File: src/rtl/rtsw_pkg.sv
package rtsw_pkg;

   // Status word field positions (the bus controller decodes these)
   localparam int unsigned ADDR_LSB = 11;
   localparam int unsigned ME_BIT   = 10;
   localparam int unsigned SRQ_BIT  = 8;
   localparam int unsigned BCR_BIT  = 4;
   localparam int unsigned BUSY_BIT = 3;
   localparam int unsigned SSF_BIT  = 2;
   localparam int unsigned DBCA_BIT = 1;
   localparam int unsigned TF_BIT   = 0;

   // Active-low subsystem condition inputs, grouped
   typedef struct packed {
      logic srq;
      logic busy;
      logic ssf;
      logic tf;
   } sub_flags_t;

   // Command context latched at the start of a protocol sequence
   typedef struct packed {
      logic tx;
      logic mode;
      logic dbc;
      logic bcast;
   } cmd_info_t;

endpackage

File: src/rtl/rtsw_pulse_gen.sv
module rtsw_pulse_gen #(
   parameter int unsigned LEN = 6
) (
   input  logic clk,
   input  logic rst_n,
   input  logic trig,
   output logic pulse_n
);

   if (LEN == 0) begin : g_bad_len
      $error("rtsw_pulse_gen: LEN must be at least 1");
   end

   if (LEN == 1) begin : g_single
      always_ff @(posedge clk or negedge rst_n) begin
         if (!rst_n) pulse_n <= 1'b1;
         else        pulse_n <= ~trig;
      end
   end else begin : g_count
      localparam int unsigned CW = $clog2(LEN + 1);
      logic [CW-1:0] cnt;

      always_ff @(posedge clk or negedge rst_n) begin
         if (!rst_n)            cnt <= '0;
         else if (trig)         cnt <= CW'(LEN);
         else if (cnt != '0)    cnt <= cnt - CW'(1);
      end

      assign pulse_n = (cnt == '0);
   end

   // Shared by the good-block and status-enable windows
   p_trig_low_r8: assert property (@(posedge clk) disable iff (!rst_n)
      $past(trig) |-> !pulse_n);

endmodule

File: src/rtl/rtsw_cmd_track.sv
module rtsw_cmd_track
   import rtsw_pkg::*;
(
   input  logic      clk,
   input  logic      rst_n,
   input  logic      cmd_start,
   input  cmd_info_t cmd_in,
   input  logic      in_cmd,
   input  logic      illegal_n,
   input  logic      msg_err_evt,
   output cmd_info_t cmd_q,
   output logic      illegal_q,
   output logic      err_q
);

   logic in_cmd_d;
   logic in_cmd_rise;

   assign in_cmd_rise = in_cmd & ~in_cmd_d;

   always_ff @(posedge clk or negedge rst_n) begin
      if (!rst_n) begin
         in_cmd_d  <= 1'b0;
         cmd_q     <= '0;
         illegal_q <= 1'b0;
         err_q     <= 1'b0;
      end else begin
         in_cmd_d <= in_cmd;
         if (cmd_start) cmd_q <= cmd_in;
         // illegal indication is only looked at on in_cmd rising edge
         if (in_cmd_rise)    illegal_q <= ~illegal_n;
         else if (cmd_start) illegal_q <= 1'b0;
         // a new error wins over the clear from a new sequence
         if (msg_err_evt)    err_q <= 1'b1;
         else if (cmd_start) err_q <= 1'b0;
      end
   end

   p_ill_hold_r3: assert property (@(posedge clk) disable iff (!rst_n)
      (!$past(in_cmd_rise) && !$past(cmd_start)) |-> $stable(illegal_q));

   p_err_sticky_r4: assert property (@(posedge clk) disable iff (!rst_n)
      ($past(err_q) && !$past(cmd_start)) |-> err_q);

   p_err_set_r4: assert property (@(posedge clk) disable iff (!rst_n)
      $past(msg_err_evt) |-> err_q);

   p_bcast_latch_r6: assert property (@(posedge clk) disable iff (!rst_n)
      $past(cmd_start) |-> (cmd_q.bcast == $past(cmd_in.bcast)));

endmodule

File: src/rtl/rtsw_word_reg.sv
module rtsw_word_reg
   import rtsw_pkg::*;
#(
   parameter int unsigned ADDR_W = 5,
   parameter int unsigned WORD_W = 16
) (
   input  logic              clk,
   input  logic              rst_n,
   input  logic              load,
   input  logic [ADDR_W-1:0] addr,
   input  sub_flags_t        flags_n,
   input  logic              me_bit,
   input  logic              bcr_bit,
   input  logic              dbca_bit,
   output logic [WORD_W-1:0] word
);

   if (WORD_W != ADDR_LSB + ADDR_W) begin : g_bad_layout
      $error("rtsw_word_reg: address field must end at the word MSB");
   end

   logic [WORD_W-1:0] nxt;

   always_comb begin
      nxt                     = '0;
      nxt[ADDR_LSB +: ADDR_W] = addr;
      nxt[ME_BIT]             = me_bit;
      nxt[SRQ_BIT]            = ~flags_n.srq;
      nxt[BCR_BIT]            = bcr_bit;
      nxt[BUSY_BIT]           = ~flags_n.busy;
      nxt[SSF_BIT]            = ~flags_n.ssf;
      nxt[DBCA_BIT]           = dbca_bit;
      nxt[TF_BIT]             = ~flags_n.tf;
   end

   always_ff @(posedge clk or negedge rst_n) begin
      if (!rst_n)    word <= '0;
      else if (load) word <= nxt;
   end

   p_word_hold_r9: assert property (@(posedge clk) disable iff (!rst_n)
      !$past(load) |-> $stable(word));

   p_flag_sample_r2: assert property (@(posedge clk) disable iff (!rst_n)
      $past(load) |-> (word[SRQ_BIT] == !$past(flags_n.srq) &&
                       word[BUSY_BIT] == !$past(flags_n.busy) &&
                       word[TF_BIT] == !$past(flags_n.tf)));

endmodule

File: src/rtl/rt_status_builder.sv
module rt_status_builder
   import rtsw_pkg::*;
#(
   parameter int unsigned ADDR_W       = 5,
   parameter int unsigned WORD_W       = 16,
   parameter int unsigned GOOD_BLK_CYC = 6,
   parameter int unsigned STAT_EN_CYC  = 6
) (
   input  logic              clk,
   input  logic              rst_n,
   input  logic [ADDR_W-1:0] term_addr,
   input  logic              busy_n,
   input  logic              srq_n,
   input  logic              ssflag_n,
   input  logic              tflag_n,
   input  logic              illegal_n,
   input  logic              dbca_n,
   input  logic              in_cmd,
   input  logic              cmd_start,
   input  logic              cmd_tx,
   input  logic              cmd_mode,
   input  logic              cmd_dbc,
   input  logic              cmd_bcast,
   input  logic              msg_err_evt,
   input  logic              status_load,
   input  logic              xfer_want,
   input  logic              rx_block_done,
   output logic [WORD_W-1:0] status_word,
   output logic              status_en_n,
   output logic              msg_err_n,
   output logic              good_blk_n,
   output logic              xfer_req_n
);

   if (ADDR_W != 5 || WORD_W != 16) begin : g_bad_size
      $error("rt_status_builder: layout fixed at 5-bit address, 16-bit word");
   end

   cmd_info_t  cmd_in;
   cmd_info_t  cmd_q;
   sub_flags_t flags_n;
   logic       illegal_q;
   logic       err_q;
   logic       dbca_ok;
   logic       gb_trig;
   logic       tx_blocked;

   assign cmd_in  = {cmd_tx, cmd_mode, cmd_dbc, cmd_bcast};
   assign flags_n = {srq_n, busy_n, ssflag_n, tflag_n};

   rtsw_cmd_track u_track (
      .clk         (clk),
      .rst_n       (rst_n),
      .cmd_start   (cmd_start),
      .cmd_in      (cmd_in),
      .in_cmd      (in_cmd),
      .illegal_n   (illegal_n),
      .msg_err_evt (msg_err_evt),
      .cmd_q       (cmd_q),
      .illegal_q   (illegal_q),
      .err_q       (err_q)
   );

   // acceptance needs a legal, addressed DBC mode command
   assign dbca_ok = ~dbca_n & cmd_q.mode & cmd_q.dbc & ~cmd_q.bcast & ~illegal_q;

   rtsw_word_reg #(
      .ADDR_W (ADDR_W),
      .WORD_W (WORD_W)
   ) u_word (
      .clk      (clk),
      .rst_n    (rst_n),
      .load     (status_load),
      .addr     (term_addr),
      .flags_n  (flags_n),
      .me_bit   (err_q | illegal_q),
      .bcr_bit  (cmd_q.bcast),
      .dbca_bit (dbca_ok),
      .word     (status_word)
   );

   rtsw_pulse_gen #(.LEN(STAT_EN_CYC)) u_stat_en (
      .clk     (clk),
      .rst_n   (rst_n),
      .trig    (status_load),
      .pulse_n (status_en_n)
   );

   assign gb_trig = rx_block_done & ~cmd_q.tx & ~cmd_q.mode & ~illegal_q & ~err_q;

   rtsw_pulse_gen #(.LEN(GOOD_BLK_CYC)) u_good_blk (
      .clk     (clk),
      .rst_n   (rst_n),
      .trig    (gb_trig),
      .pulse_n (good_blk_n)
   );

   assign msg_err_n  = ~err_q;
   assign tx_blocked = cmd_q.tx & status_word[BUSY_BIT];
   assign xfer_req_n = ~(xfer_want & ~tx_blocked);

   p_gb_cause_r8: assert property (@(posedge clk) disable iff (!rst_n)
      $fell(good_blk_n) |-> ($past(rx_block_done) && !$past(cmd_q.tx)));

   p_se_cause_r9: assert property (@(posedge clk) disable iff (!rst_n)
      $fell(status_en_n) |-> $past(status_load));

   p_dbca_legal_r5: assert property (@(posedge clk) disable iff (!rst_n)
      ($past(status_load) && status_word[DBCA_BIT]) |->
         ($past(cmd_q.mode) && $past(cmd_q.dbc) && !$past(dbca_n)));

   p_rx_not_blocked_r7: assert property (@(posedge clk) disable iff (!rst_n)
      (xfer_want && !cmd_q.tx) |-> !xfer_req_n);

endmodule

File: config.mk
export PLATFORM = sky130hd
export DESIGN_NAME = rt_status_builder
export DESIGN_NICKNAME = d
export VERILOG_FILES = /design/src/rtl/rtsw_pkg.sv /design/src/rtl/rtsw_pulse_gen.sv /design/src/rtl/rtsw_cmd_track.sv /design/src/rtl/rtsw_word_reg.sv /design/src/rtl/rt_status_builder.sv
export SDC_FILE = /design/constraint.sdc
export NUM_CORES = 1
export LEC_CHECK = 0
export BUFFER_PORTS_ARGS = -buffer_cell sky130_fd_sc_hd__buf_2
export CAP_MARGIN = 20
export CORE_MARGIN = 5
export CORE_UTILIZATION = 33
export CTS_CLUSTER_DIAMETER = 30
export CTS_CLUSTER_SIZE = 8
export DETAILED_ROUTE_END_ITERATION = 8
export PLACE_DENSITY_LB_ADDON = 0.25
export RECOVER_POWER = 50
export SLEW_MARGIN = 20
export SYNTH_ARGS = -nofsm -noshare
export SYNTH_HDL_FRONTEND = slang
export SYNTH_HIERARCHICAL = 1
export SYNTH_SLANG_ARGS = --single-unit
File: constraint.sdc
create_clock -name clk -period 1.5 [get_ports clk]
set_input_delay 0.15 -clock clk [delete_from_list [all_inputs] [get_ports clk]]
set_output_delay 0.15 -clock clk [all_outputs]
set_load 0.005 [all_outputs]
# Word level (Yosys, flattened, before mapping)
# Index checks and enable logic that the tools add are counted.
[classes]
n_addsub = 2
n_mux = 7
bitwise = 26
n_reduce_logical = 8
[ops]
columns = ["operator", "count"]
rows = [
  ["1-bit inverter", 14],
  ["3-bit two-way mux", 4],
  ["1-bit AND", 11],
  ["2-bit nonzero test", 4],
  ["3-bit zero test", 2],
  ["3-bit nonzero test", 2],
  ["3-bit by 1-bit subtractor with 3-bit output (second input constant)", 2],
  ["1-bit two-way mux", 3],
  ["1-bit OR", 1],
]
[word_totals]
regBits = 25
input_bits = 23
output_inout_bits = 20
elab_cells = 53

# Depth between registers and ports, before layout
[depth]
ltp_word = 6
mapped_depth = 4
depth_no_buf = 4

# Hierarchy
# Netlist, hierarchy kept.
[by_module_without_submodules]
columns = ["module", "n_inst", "cells_per_inst", "area_each_um2", "seq_area_each_um2"]
rows = [
  ["rtsw_word_reg", 1, 34, 504.2, 300.3],
  ["rtsw_pulse_gen", 2, 17, 185.2, 75.1],
  ["rtsw_cmd_track", 1, 16, 254.0, 175.2],
  ["rt_status_builder", 1, 7, 48.8, 0.0],
]

# Worst setup path before layout
# OpenSTA, ideal clock, no wires.
[synth_path]
kind = "register to register"
startpoint = "reg u_track.err_q"
endpoint = "reg u_good_blk.g_count.cnt[0]"
setup_ns = 0.125
t_arrival_ns = 1.337
required_ns = 1.375
setup_slack_ns = 0.037
stages_incl_launch_ff = 5
path_buffers = 0
period_less_slack_ns = 1.463
path_cell_list = "dfrtp_1 > or2_4 > nor4b_2 > nor2b_1 > mux2_4"
[synth_between]
elab_chain_cells = 3
elab_cells_between_ends = 4
classes_between = "1 x mux; 2 x bitwise; 1 x reduce/logical"
[synth_lines]
columns = ["item", "line_no", "source"]
rows = [
  ["from (decl)", "rtsw_cmd_track.sv:13", "output logic err_q"],
  ["from (signal assigned)", "rtsw_cmd_track.sv:26", "err_q <= 1'b0;"],
  ["from (signal assigned)", "rtsw_cmd_track.sv:34", "if (msg_err_evt) err_q <= 1'b1;"],
  ["from (signal assigned)", "rtsw_cmd_track.sv:35", "else if (cmd_start) err_q <= 1'b0;"],
  ["1-bit inverter *", "rt_status_builder.sv:89", "assign gb_trig = rx_block_done & ~cmd_q.tx & ~cmd_q.mode & ~illegal_q & ~err_q;"],
  ["1-bit AND *", "rt_status_builder.sv:89", ""],
  ["named net gb_trig", "rt_status_builder.sv:45", "logic gb_trig;"],
  ["3-bit two-way mux / 2-bit nonzero test (equally long branches)", "-", ""],
  ["to (signal assigned)", "rtsw_pulse_gen.sv:25", "else if (trig) cnt <= CW'(LEN);"],
  ["to (signal assigned)", "rtsw_pulse_gen.sv:26", "else if (cnt != '0) cnt <= cnt - CW'(1);"],
  ["to (decl)", "rtsw_pulse_gen.sv:21", "logic [CW-1:0] cnt;"],
]
# The timed path passes the listed nets; every way through them passes the cells marked *.
# A chain may end at the register's enable or synchronous reset.

# Final worst setup path
[layout_path]
startpoint = "reg u_stat_en.g_count.cnt[0]"
endpoint = "out status_en_n"
[layout_between]
elab_chain_cells = 1
[layout_lines]
columns = ["item", "line_no", "source"]
rows = [
  ["from (decl)", "rtsw_pulse_gen.sv:21", ""],
  ["from (signal assigned)", "rtsw_pulse_gen.sv:25", ""],
  ["from (signal assigned)", "rtsw_pulse_gen.sv:26", ""],
  ["3-bit zero test", "rtsw_pulse_gen.sv:29", "assign pulse_n = (cnt == '0);"],
  ["to (decl)", "rt_status_builder.sv:29", "output logic status_en_n,"],
]
# Every way passes these cells.

==> reports/metrics.cfg <==
[outcome]
status = completed

[global_route]
first_global_vias = 850
grt_max_degree = 26
antenna_found_initial = 0
grt_pass1_wl_mm = 3.712
track_usage_pct = 9.297
grt-ovfl-total = 0

[placed_design]
hpwlAfterDp_mm = 1.690
placed_area_mm2 = 0.001403
gp_congestion = 0.6953
placedCellCount = 174
portBuffers = 38

[cells_and_area]
seqCellArea_um2 = 625.6
fin_nets = 171
drive_above_1_share_pct = 40.56
area_delta_synth_final_pct = 29.76
multi_input_area_um2 = 488.0
final_cell_mix = 36 x buf_2, 25 x dfrtp_1, 9 x inv_1
antenna_cells = 0
fill_cells = 334
layout_commonest_cell = buf_2
final_util_pct = 45.07
final-instance-count-excl-fill = 189
postLayoutCellArea_mm2 = 0.001528

[critical_path]
r2r_setup_slack_ns = 0.09
worstSetupEndpointType = primary output
required_ns = 1.35
crit_end = status_en_n
cp-startpoint = u_stat_en/g_count.cnt[0]
worstPathArrival_ns = 1.27
critPathKind = flop to primary output
reg2reg_to = u_good_blk/g_count.cnt[1]
timing.rr.start = u_track/err_q
cp_max_fo = 3
reg2reg_depth = 5
start_kind = flop

[die]
rows = 21
start_util_pct = 34.74
ioPinCount = 43
die_x_um = 69.73
die_h_um = 69.73
core_mm2 = 0.003390
die-area_mm2 = 0.004862

[detailed_routing]
firstDrtPassIters = 2
num_vias = 805
wl_per_cell_um = 11.87
drt_iter0_markers = 9
ant_nets = 0
drc_errors = 0
drt_wl_total_mm = 2.244
viasPerCell = 4.259

[clocking]
clk_latency_ns = 0.31
cts-buffers-inserted = 3
cts_tree = done
cts_sinks = 25
cts_max_level = 1
ctsLongestPathBuffers = 2
cts_root_buffer = clkbuf_4
path_clk_slew_ns = 0.13

[sta]
setup_viol = 0
finalHoldViolations = 0
finalCritPeriodShare_pct = 94.84
timing.fmax_ghz = 0.7030
slew_viol_final = 0
clock_skew_ns = 0.006607
fin_crit_ns = 1.423
relSlewSlack_pct = 59.19
tightest_slew_ns = 0.6121

[yosys]
syn_avg_cell_area_um2 = 12.94
yosysSeqAreaShare_pct = 53.13
synth_top_area_share_pct = 53.13
synthCells = 91
synth_area_leaders = dfrtp_1 53%, mux2_4 8.9%, mux2i_1 5.1%
ys_types = 21
syn_area_mm2 = 0.001177
ys_seq_elements = 25
synth.largest_area_cell = dfrtp_1
ys_warn_count = 6

[power]
vdd_ir_drop_max_mv = 0.4093
p_int_mw = 1.185
p_switching_uw = 472.8
pwr-share-seq_pct = 51.2
p_leak_nw = 0.7866
pwr-share-clk_pct = 17.9
power.density_mw_per_mm2 = 1085
swShare_pct = 28.52
power.share.combinational_pct = 30.9

[min_path]
hold_class = primary input to flop

[run]
drv_cap = 0

-- worst max-delay path: stages (launching register included) --
cell and delay [ns]:
dfrtp_1 0.42, inv_1 0.10, ha_2 0.18, nor2b_4 0.15, buf_2 0.12
-- synth_stat cells --
| library cell | instances |
|---|---|
| mux2i_1 | 6 |
| a21oi_1 | 1 |
| nor2b_1 | 6 |
| nor2b_4 | 2 |
| inv_1 | 9 |
| and4b_1 | 1 |
| mux2_2 | 4 |
| ha_1 | 4 |
| nand2b_1 | 2 |
| conb_1 | 1 |
| nor2_1 | 8 |
| or2_4 | 1 |
| buf_4 | 4 |
| nand2_1 | 2 |
| a21o_1 | 1 |
| dfrtp_1 | 25 |
| mux2_4 | 7 |
| mux2_1 | 3 |
| nor4b_2 | 1 |
| buf_6 | 1 |
| a211o_1 | 2 |
-- per-stage QoR --
step                      worst slack (ns)  power, mW   TNS [ns]  hold WS [ns]
final                              0.07745      1.658          0       0.01044
after global routing             -0.004818      1.779  -0.004818      0.001948
after CTS                         0.009992      1.643          0      0.008159
after detailed placement           0.07365      1.332          0        0.1684
after global placement             0.09201      1.299          0        0.1681
after floorplan                    0.03739      1.179          0       -0.1456
-- per-layer routing --
layer	part of all wire (%)	GRT usage [%]	wire length, um	up-vias
met5	0	0	0	-
met4	0.58	3.830	13	0
met3	6.1	2.029	138	2
met2	49	15.36	1093	22
met1	45	11.71	999	389
li1	-	-	-	392
-- flip-flops by register name (all words and copies together), names as in the netlist --
register	count
u_track/illegal_q	1
u_stat_en/g_count.cnt	3
u_track/cmd_q	4
u_word/word	12
u_track/err_q	1
u_track/in_cmd_d	1
u_good_blk/g_count.cnt	3
-- power groups by stage --
stage	registers [mW]	clock network [mW]	logic, mW
after floorplan	0.853	0	0.327
after global placement	0.860	0	0.439
final	0.848	0.297	0.512
after detailed placement	0.865	0	0.467
after CTS	0.852	0.309	0.482
after global routing	0.863	0.334	0.582
-- worst min path at each step --
stage	startpoint	to	slack [ns]	cells past startpoint
detailed placement	rst_n	u_word/word[0]	0.17	1
floorplan	rst_n	u_good_blk/g_count.cnt[0]	-0.15	0
CTS	msg_err_evt	u_track/err_q	0.008	2
finish	msg_err_evt	u_track/err_q	0.01	2
global route	msg_err_evt	u_track/err_q	0.002	2
global placement	rst_n	u_word/word[13]	0.17	1
-- cell type report --
cell class / count / area share, %
Clock buffer: 4 / 1.720
Inverter: 9 / 2.211
Multi-Input combinational cell: 55 / 31.94
Sequential cell: 25 / 40.95
Tap cell: 46 / 3.767
Timing Repair Buffer: 50 / 19.41
-- cell families after synthesis --
| logic type | Yosys count | share of synthesized area (%) |
|---|---|---|
| DFF | 25 | 53.13 |
| AOI/OAI and AO/OA | 4 | 2.551 |
| muxes | 20 | 20.72 |
| other | 1 | 0.3185 |
| and+or+nand+nor | 23 | 12.65 |
| adders and majority gates | 4 | 4.251 |
| buffers and inverters | 14 | 6.376 |
-- what timing repair did --
| item | in CTS | in global routing |
|---|---|---|
| hold buffers | 7 | 0 |
| endpoints found under the hold margin | 31 | 0 |
| endpoints found under the setup margin | 0 | 4 |
| gates resized for setup | 0 | 2 |
| buffers inserted | 0 | 4 |
Power figures use the tool's default switching activity.
